`src/rtl/lse_pkg.sv`:
```
package lse_pkg;

    // Lane state codes; neighbours decode these values.
    localparam logic [2:0] LS_PASS   = 3'd0;
    localparam logic [2:0] LS_FAIL   = 3'd1;
    localparam logic [2:0] LS_SECOND = 3'd2;
    localparam logic [2:0] LS_EXT    = 3'd3;
    localparam logic [2:0] LS_EXT2   = 3'd4;
    localparam logic [2:0] LS_NONE   = 3'd7;

    // Search phase codes.
    localparam logic [1:0] PH_FIRST  = 2'd0;
    localparam logic [1:0] PH_EXT2   = 2'd1;
    localparam logic [1:0] PH_SECOND = 2'd2;

    // State a lane must hold to take part in a phase.
    function automatic logic [2:0] phase_owner(input logic [1:0] ph);
        case (ph)
            PH_FIRST:  return LS_EXT;
            PH_EXT2:   return LS_EXT2;
            PH_SECOND: return LS_SECOND;
            default:   return LS_NONE;
        endcase
    endfunction

endpackage

```
`src/rtl/lse_word_decode.sv`:
```
module lse_word_decode #(
    parameter int DATA_W   = 32,
    parameter int FLAG_BIT = 25,
    parameter int DLY_W    = 6
) (
    input  logic [DATA_W-1:0] word_i,
    input  logic              tx_i,
    output logic              cmpl_o,
    output logic              no_edge_o,
    output logic [DLY_W-1:0]  point_o
);
    localparam logic [DLY_W-1:0] RX_TOP = {1'b0, {(DLY_W-1){1'b1}}};

    logic [DLY_W-1:0] masked;
    logic             unused_bits;

    always_comb begin
        masked    = tx_i ? word_i[DLY_W-1:0] : {1'b0, word_i[DLY_W-2:0]};
        cmpl_o    = word_i[FLAG_BIT];
        no_edge_o = tx_i ? (masked == '0) : (masked == RX_TOP);
        point_o   = tx_i ? masked - DLY_W'(1) : masked + DLY_W'(1);
    end

    assign unused_bits = ^{word_i[DATA_W-1:FLAG_BIT+1], word_i[FLAG_BIT-1:DLY_W]};

endmodule

```
`src/rtl/lse_span.sv`:
```
module lse_span #(
    parameter int DLY_W = 6
) (
    input  logic [DLY_W-1:0] cur_min_i,
    input  logic [DLY_W-1:0] cur_max_i,
    input  logic [DLY_W-1:0] point_i,
    input  logic             tx_i,
    output logic [DLY_W-1:0] new_min_o,
    output logic [DLY_W-1:0] new_max_o,
    output logic [DLY_W-1:0] pick_o
);
    always_comb begin
        new_min_o = (point_i < cur_min_i) ? point_i : cur_min_i;
        new_max_o = (point_i > cur_max_i) ? point_i : cur_max_i;
        // Receive keeps the widest pass, transmit the narrowest.
        pick_o    = tx_i ? new_min_o : new_max_o;
    end
endmodule

```
`src/rtl/lane_shift_eval.sv`:
```
module lane_shift_eval #(
    parameter int DATA_W   = 32,
    parameter int FLAG_BIT = 25,
    parameter int DLY_W    = 6,
    parameter int BEATS    = 8
) (
    input  logic              clk_i,
    input  logic              rst_i,
    input  logic              start_i,
    input  logic              mode_i,
    input  logic [1:0]        phase_i,
    input  logic [2:0]        lane_state_i,
    input  logic              res_valid_i,
    output logic              res_ready_o,
    input  logic [DATA_W-1:0] res_word_i,
    output logic [2:0]        lane_state_o,
    output logic [DLY_W-1:0]  shift_o,
    output logic              lock_o,
    output logic              done_o
);
    import lse_pkg::*;

    localparam int CNT_W = $clog2(BEATS + 1);
    localparam logic [DLY_W-1:0] RX_MIN0 = {1'b0, {(DLY_W-1){1'b1}}};
    localparam logic [DLY_W-1:0] TX_MIN0 = {DLY_W{1'b1}};

    typedef struct packed {
        logic             busy;
        logic             done;
        logic             mode;
        logic [1:0]       phase;
        logic             owned;
        logic             skip;
        logic [CNT_W-1:0] cnt;
        logic [CNT_W-1:0] ok_cnt;
        logic [2:0]       lstate;
        logic [DLY_W-1:0] dmin;
        logic [DLY_W-1:0] dmax;
        logic [DLY_W-1:0] shift;
        logic             lock;
    } ctx_t;

    ctx_t ctx_d, ctx_q;

    logic             w_cmpl, w_no_edge;
    logic [DLY_W-1:0] w_point;
    logic [DLY_W-1:0] s_min, s_max, s_pick;
    logic             fold;

    lse_word_decode #(
        .DATA_W  (DATA_W),
        .FLAG_BIT(FLAG_BIT),
        .DLY_W   (DLY_W)
    ) i_decode (
        .word_i   (res_word_i),
        .tx_i     (ctx_q.mode),
        .cmpl_o   (w_cmpl),
        .no_edge_o(w_no_edge),
        .point_o  (w_point)
    );

    lse_span #(
        .DLY_W(DLY_W)
    ) i_span (
        .cur_min_i(ctx_q.dmin),
        .cur_max_i(ctx_q.dmax),
        .point_i  (w_point),
        .tx_i     (ctx_q.mode),
        .new_min_o(s_min),
        .new_max_o(s_max),
        .pick_o   (s_pick)
    );

    always_comb begin
        ctx_d      = ctx_q;
        ctx_d.done = 1'b0;
        fold       = 1'b0;

        if (!ctx_q.busy) begin
            if (start_i) begin
                ctx_d.busy   = 1'b1;
                ctx_d.mode   = mode_i;
                ctx_d.phase  = phase_i;
                ctx_d.lstate = lane_state_i;
                ctx_d.owned  = (lane_state_i == phase_owner(phase_i));
                ctx_d.skip   = 1'b0;
                ctx_d.cnt    = '0;
                ctx_d.ok_cnt = '0;
                ctx_d.dmin   = mode_i ? TX_MIN0 : RX_MIN0;
                ctx_d.dmax   = '0;
                ctx_d.shift  = '0;
                ctx_d.lock   = (lane_state_i == LS_EXT) && (phase_i == PH_FIRST);
            end
        end else if (res_valid_i) begin
            ctx_d.cnt = ctx_q.cnt + CNT_W'(1);

            if (ctx_q.owned && !ctx_q.skip) begin
                case (ctx_q.phase)
                    PH_FIRST: begin
                        if (!w_cmpl) begin
                            ctx_d.lstate = LS_FAIL;
                            ctx_d.lock   = 1'b0;
                            ctx_d.skip   = 1'b1;
                        end else if (w_no_edge) begin
                            ctx_d.lstate = LS_EXT2;
                            ctx_d.lock   = 1'b0;
                            ctx_d.skip   = 1'b1;
                        end else begin
                            fold = 1'b1;
                        end
                    end
                    PH_EXT2: begin
                        if (!w_cmpl || w_no_edge) begin
                            ctx_d.lstate = LS_SECOND;
                            ctx_d.lock   = 1'b0;
                            ctx_d.skip   = 1'b1;
                        end else begin
                            ctx_d.lock = 1'b1;
                            fold       = 1'b1;
                        end
                    end
                    PH_SECOND: begin
                        if (!w_cmpl) begin
                            ctx_d.lstate = LS_FAIL;
                            ctx_d.skip   = 1'b1;
                        end else if (!w_no_edge) begin
                            ctx_d.ok_cnt = ctx_q.ok_cnt + CNT_W'(1);
                            fold         = 1'b1;
                        end
                    end
                    default: ;
                endcase
            end

            if (fold) begin
                ctx_d.dmin  = s_min;
                ctx_d.dmax  = s_max;
                ctx_d.shift = s_pick;
            end

            if (ctx_q.cnt == CNT_W'(BEATS - 1)) begin
                ctx_d.busy = 1'b0;
                ctx_d.done = 1'b1;
                if (ctx_q.owned && ctx_q.phase == PH_SECOND)
                    ctx_d.lock = (ctx_d.ok_cnt == CNT_W'(BEATS));
            end
        end
    end

    always_ff @(posedge clk_i) begin
        if (rst_i) ctx_q <= '0;
        else       ctx_q <= ctx_d;
    end

    assign res_ready_o  = ctx_q.busy;
    assign lane_state_o = ctx_q.lstate;
    assign shift_o      = ctx_q.shift;
    assign lock_o       = ctx_q.lock;
    assign done_o       = ctx_q.done;

    // done lasts one cycle
    assert_done_pulse_R7: assert property (@(posedge clk_i) disable iff (rst_i)
        done_o |=> !done_o);

    // no words taken once the run has finished
    assert_ready_idle_R7: assert property (@(posedge clk_i) disable iff (rst_i)
        done_o |-> !res_ready_o);

    // beat counter never passes the run length while collecting
    assert_beat_bound_R7: assert property (@(posedge clk_i) disable iff (rst_i)
        res_ready_o |-> (ctx_q.cnt < CNT_W'(BEATS)));

    // outputs hold between runs
    assert_hold_idle_R7: assert property (@(posedge clk_i) disable iff (rst_i)
        (!res_ready_o && !start_i) |=>
            ($stable(lane_state_o) && $stable(shift_o) && $stable(lock_o)));

    // a failed lane never reports lock
    assert_fail_unlocked_R5: assert property (@(posedge clk_i) disable iff (rst_i)
        (done_o && lane_state_o == LS_FAIL) |-> !lock_o);

endmodule

```
`config.mk`:
```
export PLATFORM = sky130hd
export DESIGN_NAME = lane_shift_eval
export DESIGN_NICKNAME = d
export VERILOG_FILES = /design/src/rtl/lse_pkg.sv /design/src/rtl/lse_word_decode.sv /design/src/rtl/lse_span.sv /design/src/rtl/lane_shift_eval.sv
export SDC_FILE = /design/constraint.sdc
export NUM_CORES = 1
export LEC_CHECK = 0
export BUFFER_PORTS_ARGS = -buffer_cell sky130_fd_sc_hd__buf_2
export CAP_MARGIN = 20
export CELL_PAD_IN_SITES_DETAIL_PLACEMENT = 0
export CELL_PAD_IN_SITES_GLOBAL_PLACEMENT = 1
export CORE_ASPECT_RATIO = 1.25
export CORE_UTILIZATION = 40
export CTS_CLUSTER_DIAMETER = 30
export DETAILED_ROUTE_END_ITERATION = 16
export PLACE_DENSITY = 0.78
export SYNTH_ARGS = -nofsm -noshare
export SYNTH_HDL_FRONTEND = slang
export SYNTH_SLANG_ARGS = --single-unit
```
`constraint.sdc`:
```
create_clock -name clk_i -period 4.1 [get_ports clk_i]
set_clock_uncertainty 0.05 [all_clocks]
set_input_delay 0.41 -clock clk_i [delete_from_list [all_inputs] [get_ports clk_i]]
set_output_delay 0.41 -clock clk_i [all_outputs]
set_load 0.01 [all_outputs]
```
# [Word-level counts from Yosys, hierarchy flattened]
# Index checks and enable logic that the tools add are counted.
# W data, S select, Z words.
[totals] regBits=37 latch_bits=0 mem_bits_rw=0 rom_bits=0 in_bits=42 wordCells=101 mem_count=0
[op_classes] addsub=4 mul=0 div_mod_pow=0 order_cmp=2 eq_ne=16 shifts=0 n_mux=48 bitwise=2 n_reduce_logical=16
[ops] operator="$mux W31" count=3
[ops] operator="$mux W6" count=6
[ops] operator="$mux W7" count=3
[ops] operator="$mux W1" count=19
[ops] operator="$mux W18" count=1
[ops] operator="$mux W3" count=6
[ops] operator="$pmux W3 S3" count=2
[ops] operator="$mux W4" count=3
[ops] operator="$add A4 B1 Y4 const B" count=2
[ops] operator="$reduce_and A7 Y1" count=1
[ops] operator="$add A6 B1 Y6 const B" count=1
[ops] operator="$eq A6 B5 Y1 const B" count=1
[ops] operator="$gt A6 B6 Y1" count=1
[ops] operator="$logic_not A6 Y1" count=1
[ops] operator="$lt A6 B6 Y1" count=1
[ops] operator="$ne A3 B3 Y1 const B" count=2
[ops] operator="$sub A6 B1 Y6 const B" count=1
[ops] operator="$eq A2 B1 Y1 const B" count=2
[ops] operator="$eq A2 B2 Y1 const B" count=2
[ops] operator="$eq A4 B3 Y1 const B" count=1
[ops] operator="$eq A4 B4 Y1 const B" count=1
[ops] operator="$logic_not A2 Y1" count=2
[ops] operator="$mux W2" count=2
[ops] operator="$ne A2 B1 Y1 const B" count=2
[ops] operator="other kinds (16)" count=22

# [Logic depth before layout (Yosys ltp)]
# Gate-level depths: netlist of run 1.
[logic_depth] ltp_word=14 mapped_depth=13 depth_no_buf=12

# [Cells and area by module]
# From an unflattened synthesis of run 1, not the netlist that was laid out.
[unflattened] hier_cells=350 hier_area_um2=2805.2
[modules_own_cells] module="lane_shift_eval" n_inst=1 cells_per_inst=242 area_per_inst_um2=1946.9 seq_area_each_um2=740.7
[modules_own_cells] module="lse_span" n_inst=1 cells_per_inst=78 area_per_inst_um2=634.4 seq_area_each_um2=0.0
[modules_own_cells] module="lse_word_decode" n_inst=1 cells_per_inst=30 area_per_inst_um2=224.0 seq_area_each_um2=0.0

# [Worst setup path after synthesis of run 1]
# Ideal clock, no wire load.
[synth_timing] kind="register to register" from="reg ctx_q[34] (netlist name)" to="reg ctx_q[10] (netlist name)" setup_ps=65 arrival_ps=3066 t_required_ps=3985 setup_slack_ps=919 stages_incl_launch_ff=14 synth_period_minus_slack_ps=3181 path_cell_list="dfxtp_1 -> ha_1 -> a211oi_1 -> o21bai_1 -> a21oi_1 -> xor2_1 -> ha_1 -> nand3_1 -> nor2_1 -> a21oi_1 -> clkbuf_1 -> nor2b_1 -> a22oi_1 -> nor2_1"
[synth_between] elab_chain_len=11
[synth_rtl] element="start, declared" line="lane_shift_eval.sv:43" source="ctx_t ctx_d, ctx_q;"
[synth_rtl] element="start signal, assigned" line="lane_shift_eval.sv:152" source="else ctx_q <= ctx_d;"
[synth_rtl] element="parallel branches: the longest is 11 deep, another holds $add A6 B1 Y6"
# Parallel ways; which one is timed is not known. The select of a mux whose other input is x is not followed.
# A chain may end at the register's enable or synchronous reset.

# [Worst setup path in the final report of run 1]
[layout_timing] from="reg ctx_q[34] (netlist name)" to="reg ctx_q (netlist bit shift_o[4])"
[layout_between] elab_chain_len=11
[layout_rtl] element="parallel branches: the longest is 11 deep, another holds $add A6 B1 Y6"
# Parallel ways; which one is timed is not known. The select of a mux whose other input is x is not followed.

==> impl_metrics.env, run 1 <==
export IMPL_hold_viol=0
export IMPL_syn_area_um2=2580
export IMPL_pin_count=54
export IMPL_peakVddDrop_mv=0.202
export IMPL_num_antenna_cells=0
export IMPL_area_growth_synth_to_final_pct=11.0
export IMPL_tightest_slew_ps=772
export IMPL_rsz0062_at_grt="false"
export IMPL_max_cap_violations=0
export IMPL_path_clk_slew_ps=80
export IMPL_p_leak_nw=1.24
export IMPL_vias_per_cell=5.38
export IMPL_synth_fp_nets=384
export IMPL_relSlewSlack_pct=48.0
export IMPL_path_class="reg -> reg"
export IMPL_cts_resized=0
export IMPL_ys_ff_latch=37
export IMPL_die_w_um=73.9
export IMPL_power_density_nw_per_um2=341
export IMPL_dpl_hpwl_mm=4.53
export IMPL_hold_depth=3
export IMPL_clockRootBuffer="clkbuf_8"
export IMPL_post_dp_cell_area_um2=2750
export IMPL_reg2regPathDepth=13
export IMPL_cts_buffers=5
export IMPL_clock_latency_ps=300
export IMPL_slew_violations=0
export IMPL_numClockSinks=37
export IMPL_seq_area_frac_synth_pct=28.7
export IMPL_firstDrtPassIters=4
export IMPL_dieArea_um2=6790
export IMPL_grt_max_degree=39
export IMPL_via_count=2272
export IMPL_first_global_vias=2258
export IMPL_cts_hold_buf=0
export IMPL_fin_crit_sh_pct=89.8
export IMPL_num_nets_final=404
export IMPL_design_area_um2=2870
export IMPL_hold_path_class="in -> reg"
export IMPL_post_cts_buffers=0
export IMPL_setup_violations=0
export IMPL_fmax_mhz=272
export IMPL_drive_gt1_share_pct=16.0
export IMPL_fin_tns_setup_ps=0
export IMPL_postSynthCellCount=316
export IMPL_ant_nets=0
export IMPL_end_kind="flip-flop"
export IMPL_r2r_setup_slack_ps=420
export IMPL_async_reset_ff_share_pct=0
export IMPL_final_min_clock_period_ps=3680
export IMPL_antenna_found_initial=0
export IMPL_initial_core_util_pct=41.6
export IMPL_hp_start="mode_i"
export IMPL_grt_pass1_wl_mm=10.1
export IMPL_rr_endpoint="shift_o[4]"
export IMPL_synth_edf_count=0
export IMPL_drcViolationCount=0
export IMPL_worstPathArrival_ps=3880
export IMPL_synthFlopType="dfxtp_1"
export IMPL_cts_max_path_buffers=2
export IMPL_status="complete, no violations"
export IMPL_core_area_um2=6210
export IMPL_worstPathMaxFanout=8
export IMPL_synthDistinctLibCells=52
export IMPL_hold_end="ctx_q[34]"
export IMPL_grt_usage_pct=19.6
export IMPL_cp_required_ps=4300
export IMPL_grt_overflow=0
export IMPL_wl_mm=5.99
export IMPL_place_congestion=0.795
export IMPL_r2r_start="ctx_q[34]"
export IMPL_ys_warn_count=0
export IMPL_htree_num_levels=2
export IMPL_startpoint_type="flip-flop"
export IMPL_port_buffers=28
export IMPL_cts_tree="yes"
export IMPL_syn_area_per_cell_um2=8.18
export IMPL_num_rows=32
export IMPL_drt_iter0_markers=61
export IMPL_die_h_um=91.9
export IMPL_wire_per_inst_um=14.2
## logic make-up after synthesis
family	count (synthesis)	synth area share (%)
buf+inv	43	7.94
fa+ha+maj	26	12.9
flops	37	28.7
compound gates	75	21.0
mux	8	3.10
xor+xnor	7	2.37
simple gates	120	24.1
## stage by stage
| step | hold slack [ps] | total power (W) | setup WS (ps) | cells | utilization, % |
|---|---|---|---|---|---|
| after global routing | 315 | 0.00104 | 175 | 422 | 46.2 |
| final | 315 | 0.000979 | 418 | 422 | 46.2 |
| after CTS | 317 | 0.000987 | 445 | 422 | 46.2 |
| after floorplan | 395 | 0.000573 | 919 | 316 | - |
| after detailed placement | 413 | 0.000649 | 439 | 414 | 44.4 |
| after global placement | 410 | 0.000646 | 466 | 414 | 44.4 |
## Yosys cell counts, types with 4 or more instances
| library cell | instances | area share (%) |
|---|---|---|
| xor2_1 | 4 | 1.4 |
| clkbuf_1 | 8 | 1.2 |
| nor4_1 | 6 | 1.5 |
| a311oi_1 | 5 | 1.7 |
| a21o_1 | 8 | 2.3 |
| and3_1 | 4 | 0.97 |
| buf_4 | 9 | 2.6 |
| dfxtp_1 | 37 | 29 |
| ha_1 | 25 | 12 |
| nand2_1 | 24 | 3.5 |
| nor3_1 | 13 | 2.5 |
| inv_1 | 22 | 3.2 |
| a21oi_1 | 19 | 3.7 |
| a22oi_1 | 8 | 2.3 |
| nand3_1 | 12 | 2.3 |
| a211oi_1 | 7 | 2.0 |
| o21ai_0 | 9 | 1.7 |
| nor2_1 | 38 | 5.5 |
| mux2i_1 | 8 | 3.1 |
## registers in the layout, summed over array words and instances, names as in the netlist
| signal | cells |
|---|---|
| ctx_q | 25 |
| shift_o | 6 |
| lane_state_o | 3 |
| done_o | 1 |
| lock_o | 1 |
| res_ready_o | 1 |
## layer usage
metal	share of wire, %	GRT usage (%)	wire length (um)
met1	42	21.0	2520
met2	53	36.0	3170
met3	2.6	3.96	156
met4	2.4	8.49	146
met5	0	0	0
## report_power, final
| group | internal (W) | switching, W |
|---|---|---|
| logic | 0.000106 | 0.000157 |
| registers | 0.000370 | 0.00000993 |
| clock network | 0.000198 | 0.000138 |
| total | 0.000674 | 0.000305 |
## cell usage in the layout, fill, tap and decap left out, types with 3 or more instances in the layout
master / netlist / final
nor2_1: 38 / 38
dfxtp_1: 37 / 37
buf_2: 2 / 28
ha_1: 25 / 25
nand2_1: 24 / 24
inv_1: 22 / 22
a21oi_1: 19 / 19
nor3_1: 13 / 13
nand3_1: 12 / 12
o21ai_0: 9 / 9
a21o_1: 8 / 8
mux2i_1: 8 / 8
a22oi_1: 8 / 8
a211oi_1: 7 / 7
nor4_1: 6 / 6
clkbuf_8: 0 / 6
buf_4: 9 / 6
a311oi_1: 5 / 5
xor2_1: 4 / 4
and3_1: 4 / 4
xnor2_1: 3 / 3
nand2b_1: 3 / 3
nor2b_1: 3 / 3
o21a_1: 3 / 3
## worst max-delay path, stage by stage, from the launching register on
cell and delay [ps]:
dfxtp_1 450, ha_1 290, a211oi_1 280, o21bai_1 110, a21oi_1 180, xor2_1 510, ha_1 360, nand3_1 110
nor2_1 60, a21oi_1 400, buf_4 240, nor3_1 60, a211oi_1 360, a21o_1 170
## how the worst max path moves through the flow
stage                   from    endpoint  slack [ps]  cells after the start
2_1_floorplan      ctx_q[34]   ctx_q[10]         920                     13
4_1_cts            ctx_q[34]  shift_o[2]         450                     11
3_5_place_dp   res_word_i[1]  shift_o[2]         440                     12
5_1_grt            ctx_q[34]  shift_o[2]         170                     11
3_3_place_gp   res_word_i[1]  shift_o[2]         470                     12
6_report           ctx_q[34]  shift_o[4]         420                     13
## cell type report
| type | instances | area, um2 |
|---|---|---|
| Fill cell | 648 | 3340 |
| Multi-Input combinational cell | 236 | 1640 |
| Sequential cell | 37 | 741 |
| Timing Repair Buffer | 34 | 185 |
| Tap cell | 85 | 106 |
| Clock buffer | 7 | 86.3 |
| Inverter | 22 | 82.6 |
| Clock inverter | 1 | 30.0 |
(Power assumes the default switching activity.)
==> run 2: changes to the inputs <==
- ABC_AREA: unset -> 1
- CORE_UTILIZATION: 40 -> 39
- PLACE_DENSITY: 0.78 -> 0.79
==> impl_metrics.env, run 2 <==
export IMPL_grt_overflow=0
export IMPL_status="complete, no violations"
export IMPL_layout_commonest_cell="nand2_1"
export IMPL_cts_hold_buf=0
export IMPL_startpoint_type="flip-flop"
export IMPL_area_growth_synth_to_final_pct=9.96
export IMPL_synth_top_cell_by_area="dfxtp_1"
export IMPL_largest_reg_flops=25
export IMPL_vias_per_cell=4.95
export IMPL_antenna_found_initial=0
export IMPL_async_reset_ff_share_pct=0
export IMPL_reg2regPathDepth=15
export IMPL_die_w_um=75.2
export IMPL_path_clk_slew_ps=80
export IMPL_relSlewSlack_pct=54.3
export IMPL_synthDistinctLibCells=37
export IMPL_first_global_vias=2338
export IMPL_top_register="ctx_q"
export IMPL_clock_latency_ps=290
export IMPL_wire_per_inst_um=12.4
export IMPL_grt_max_degree=20
export IMPL_synth_edf_count=0
export IMPL_drt_iter0_markers=128
export IMPL_cts_tree="yes"
export IMPL_r2r_start="ctx_q[34]"
export IMPL_post_cts_buffers=0
export IMPL_via_count=2424
export IMPL_dpl_hpwl_mm=4.67
export IMPL_post_dp_cell_area_um2=2750
export IMPL_worstPathMaxFanout=7
export IMPL_synth_fp_nets=450
export IMPL_initial_core_util_pct=40.0
export IMPL_hold_viol=0
export IMPL_hp_start="mode_i"
export IMPL_synth_top_area_share_pct=28.4
export IMPL_htree_num_levels=2
export IMPL_post_route_util_pct=44.0
export IMPL_grt_pass1_wl_mm=10.6
export IMPL_clockRootBuffer="clkbuf_8"
export IMPL_num_rows=33
export IMPL_fin_tns_setup_ps=0
export IMPL_ys_warn_count=0
export IMPL_synth_area_top_cells="dfxtp_1 (28%), nand2_1 (14%), ha_1 (12%), a21oi_1 (7.9%), inv_1 (6.6%)"
export IMPL_syn_area_per_cell_um2=6.84
export IMPL_power_density_nw_per_um2=350
export IMPL_pin_count=54
export IMPL_port_buffers=28
export IMPL_hold_depth=3
export IMPL_max_cap_violations=0
export IMPL_grt_usage_pct=19.9
export IMPL_slew_violations=0
export IMPL_r2r_setup_slack_ps=1070
export IMPL_worstPathArrival_ps=3150
export IMPL_rsz0062_at_grt="false"
export IMPL_cts_resized=0
export IMPL_peakVddDrop_mv=0.159
export IMPL_place_congestion=0.805
export IMPL_postSynthCellCount=382
export IMPL_end_kind="flip-flop"
export IMPL_cts_max_path_buffers=2
export IMPL_syn_area_um2=2610
export IMPL_dieArea_um2=7030
export IMPL_firstDrtPassIters=4
export IMPL_numClockSinks=37
export IMPL_wl_mm=6.10
export IMPL_num_antenna_cells=0
export IMPL_num_nets_final=470
export IMPL_path_class="reg -> reg"
export IMPL_fin_crit_sh_pct=74.0
export IMPL_yosysMostFrequentCell="nand2_1"
export IMPL_die_h_um=93.5
export IMPL_seq_area_frac_synth_pct=28.4
export IMPL_final_cell_mix="nand2_1 (96), inv_1 (46), a21oi_1 (41)"
export IMPL_final_min_clock_period_ps=3030
export IMPL_cts_buffers=5
export IMPL_hold_path_class="in -> reg"
export IMPL_fmax_mhz=330
export IMPL_synthFlopType="dfxtp_1"
export IMPL_drive_gt1_share_pct=13.2
export IMPL_hold_end="ctx_q[34]"
export IMPL_rr_endpoint="shift_o[1]"
export IMPL_cp_required_ps=4220
export IMPL_synth_common_cells="nand2_1 (96), inv_1 (46), a21oi_1 (41)"
export IMPL_ant_nets=0
export IMPL_design_area_um2=2870
export IMPL_p_leak_nw=1.34
export IMPL_core_area_um2=6520
export IMPL_drcViolationCount=0
export IMPL_tightest_slew_ps=683
export IMPL_setup_violations=0
export IMPL_ys_ff_latch=37
run 2: changes by cell type in the layout (fill, tap and decap cells not counted), sizes merged, moves of 7 or more:
cell	previous run	this run
a22oi	8	0
a21oi	19	41
nor2	38	30
mux2i	8	0
nand2	25	99
nand3	12	26
nor3	13	3
nand4	2	10
inv	22	50
nor4	8	1
o21ai	9	28
a21o	8	1
a211oi	7	0
run 2: logic make-up (layout without fill, tap and decap cells):
kind of cell	count (synthesis)	in the layout	synth area share (%)
and+or+nand+nor	170	170	29.3
buffers and inverters	66	87	12.0
AOI/OAI and AO/OA	79	79	16.2
DFF	37	37	28.4
xor gates and xnor gates	4	4	1.34
adders and majority gates	26	26	12.7
run 2: worst max-delay path by stage:
| stage | start | to | slack (ps) | cells past startpoint |
|---|---|---|---|---|
| floorplan | res_word_i[2] | shift_o[3] | 1410 | 16 |
| global placement | res_word_i[2] | shift_o[1] | 930 | 16 |
| detailed placement | res_word_i[2] | shift_o[1] | 910 | 16 |
| CTS | ctx_q[34] | shift_o[1] | 1060 | 15 |
| global route | ctx_q[34] | shift_o[1] | 830 | 16 |
| finish | ctx_q[34] | shift_o[1] | 1070 | 15 |
run 2: metrics by stage:
step / cells / power (W) / setup WS (ps) / hold WS (ps)
2_1_floorplan: 382 / 0.000611 / 1410 / 393
3_3_place_gp: 482 / 0.000673 / 929 / 401
3_5_place_dp: 482 / 0.000675 / 912 / 407
4_1_cts: 490 / 0.00102 / 1060 / 328
5_1_grt: 490 / 0.00108 / 834 / 339
6_report: 490 / 0.00101 / 1070 / 326
run 2: power by group:
group / internal, W / switching [W] / leakage, nW / total, W
Sequential: 0.000373 / 0.0000108 / 0.302 / 0.000384
Clock: 0.000198 / 0.000140 / 0.0574 / 0.000338
Combinational: 0.0000988 / 0.000185 / 0.984 / 0.000284
run 2: routing by layer:
metal	GRT usage [%]	share of wire, %
met1	22.7	42
met4	8.49	2.3
met5	0	0
met2	35.4	52
met3	3.45	3.0
run 2: layout make-up:
class                      count  area [um2]
inverter                      50         198
sequential                    37         741
timing repair buffer          29         148
fill                         747        3650
clock buffer                   6        82.6
multi-input combinational    279        1560
clock inverter                 2        37.5
tap                           87         109
run 2: worst max-delay path, stage by stage (launching register included):
cell	delay, ps
dfxtp_1	360
ha_1	400
a21oi_1	120
or2_2	300
nand3_1	70
nand2_1	50
nand2_1	150
ha_1	280
a21oi_1	130
o21ai_0	150
nor2_4	220
inv_1	140
o21ai_0	250
nand2_1	110
nand3_1	90
a21oi_1	60
==> run 3: changes to the inputs <==
- ABC_AREA: 1 -> 0
- CORE_UTILIZATION: 39 -> 37
- PLACE_DENSITY: 0.79 -> 0.76
- clock period: 4.1 -> 2.6 ns (I/O delays scaled with it)
==> impl_metrics.env, run 3 (synthesis results as in run 1) <==
export IMPL_antenna_found_initial=0
export IMPL_path_class="reg -> reg"
export IMPL_cts_tree="yes"
export IMPL_place_congestion=0.796
export IMPL_rsz0062_at_grt="true"
export IMPL_first_global_vias=2357
export IMPL_die_w_um=76.7
export IMPL_worstPathMaxFanout=6
export IMPL_cp_required_ps=2750
export IMPL_vias_per_cell=5.30
export IMPL_layout_commonest_cell="dfxtp_1"
export IMPL_r2r_start="ctx_q[34]"
export IMPL_core_area_um2=6650
export IMPL_ant_nets=0
export IMPL_final_cell_mix="dfxtp_1 (36), nor2_1 (35), buf_4 (35)"
export IMPL_num_rows=33
export IMPL_tightest_slew_ps=794
export IMPL_multi_input_area_um2=1890
export IMPL_num_nets_final=437
export IMPL_hold_path_class="in -> reg"
export IMPL_fin_crit_sh_pct=110
export IMPL_pin_count=54
export IMPL_wl_mm=6.72
export IMPL_grt_max_degree=39
export IMPL_end_kind="flip-flop"
export IMPL_crit_chain="fa_2 > a21o_1 > a21oi_2 > xnor2_2 > ha_1 > a21o_1 > a21oi_2 > a21oi_4 > buf_4 > nor3b_2 > o31a_1 > a311oi_1"
export IMPL_drive_gt1_share_pct=34.3
export IMPL_path_clk_slew_ps=80
export IMPL_dieArea_um2=7320
export IMPL_grt_overflow=0
export IMPL_fillCellCount=635
export IMPL_cts_buffers=5
export IMPL_post_route_util_pct=51.0
export IMPL_num_antenna_cells=0
export IMPL_largest_reg_flops=25
export IMPL_crit_start="ctx_q[34]"
export IMPL_hp_start="mode_i"
export IMPL_numClockSinks=37
export IMPL_cts_hold_buf=0
export IMPL_peakVddDrop_mv=0.388
export IMPL_fin_tns_setup_ps=-2850
export IMPL_final_min_clock_period_ps=2850
export IMPL_crit_path_max_incr_delay_ps=400
export IMPL_area_growth_synth_to_final_pct=31.3
export IMPL_p_leak_nw=1.44
export IMPL_cts_max_path_buffers=2
export IMPL_port_buffers=28
export IMPL_dpl_hpwl_mm=4.95
export IMPL_max_cap_violations=0
export IMPL_hold_viol=0
export IMPL_power_density_nw_per_um2=526
export IMPL_violations="setup timing"
export IMPL_startpoint_type="flip-flop"
export IMPL_grt_pass1_wl_mm=11.1
export IMPL_worst_slack_ps=-255
export IMPL_worstPathArrival_ps=3010
export IMPL_clockRootBuffer="clkbuf_8"
export IMPL_relSlewSlack_pct=47.1
export IMPL_reg2regPathDepth=12
export IMPL_seqCellArea_um2=744
export IMPL_hold_depth=3
export IMPL_setup_violations=18
export IMPL_initial_core_util_pct=38.9
export IMPL_wire_per_inst_um=14.7
export IMPL_status="finished with violations"
export IMPL_critPathSlowestCell="dfxtp_4"
export IMPL_via_count=2424
export IMPL_r2r_setup_slack_ps=-250
export IMPL_drcViolationCount=0
export IMPL_htree_num_levels=2
export IMPL_drt_iter0_markers=113
export IMPL_grt_usage_pct=19.6
export IMPL_slew_violations=0
export IMPL_fmax_mhz=350
export IMPL_firstDrtPassIters=4
export IMPL_die_h_um=95.4
export IMPL_top_register="ctx_q"
export IMPL_clock_latency_ps=300
## run 3: cell type report
cell class / instances / share of cell area, %
clock buffers: 5 / 2.03
clock inverters: 3 / 1.36
multi-input cells: 236 / 55.6
repair buffers: 67 / 13.5
inverters: 22 / 2.43
flip-flops and latches: 37 / 21.9
well taps: 87 / 3.21
## run 3: through the flow
step / total power, W / cells / hold WS [ps] / instance area, um2 / setup WS [ps]
finish: 0.00178 / 457 / 158 / 3390 / -255
global route: 0.00188 / 457 / 173 / 3390 / -374
CTS: 0.00173 / 452 / 165 / 3300 / -165
detailed placement: 0.00111 / 440 / 419 / 3040 / -307
global placement: 0.00111 / 440 / 414 / 3040 / -281
floorplan: 0.000947 / 316 / 305 / 2680 / -67.7
## run 3: worst paths after layout
path / to
max: shift_o[3]
min: ctx_q[34]
max reg2reg: shift_o[3]
min reg2reg: shift_o[0]
## run 3: what timing repair did
| item | in CTS | in global routing |
|---|---|---|
| endpoints found under the setup margin | 18 | 18 |
| setup buffers | 4 | 6 |
| pin swaps | 21 | 12 |
| resized for setup | 22 | 12 |
## run 3: critical path: cells and delay by family (launching register included)
family	cells	cell delay, ps
xor gates and xnor gates	1	160
and+or+nand+nor	1	140
buffers and inverters	1	140
adders and majority gates	2	660
DFF	1	400
AOI/OAI and AO/OA	7	1230
## run 3: report_power, final
part	leakage (nW)	internal [W]	total, W	switching [W]
Sequential	0.302	0.000583	0.000598	0.0000152
Combinational	1.09	0.000313	0.000665	0.000352
Clock	0.0543	0.000287	0.000521	0.000234
Total	1.44	0.00118	0.00178	0.000601
## run 3: metal layers
layer	up-vias	track usage [%]	routed length, um
met5	-	0	0
met4	0	6.73	142
met3	9	3.64	206
met2	42	37.6	3560
met1	1141	21.4	2810
li1	1232	-	-
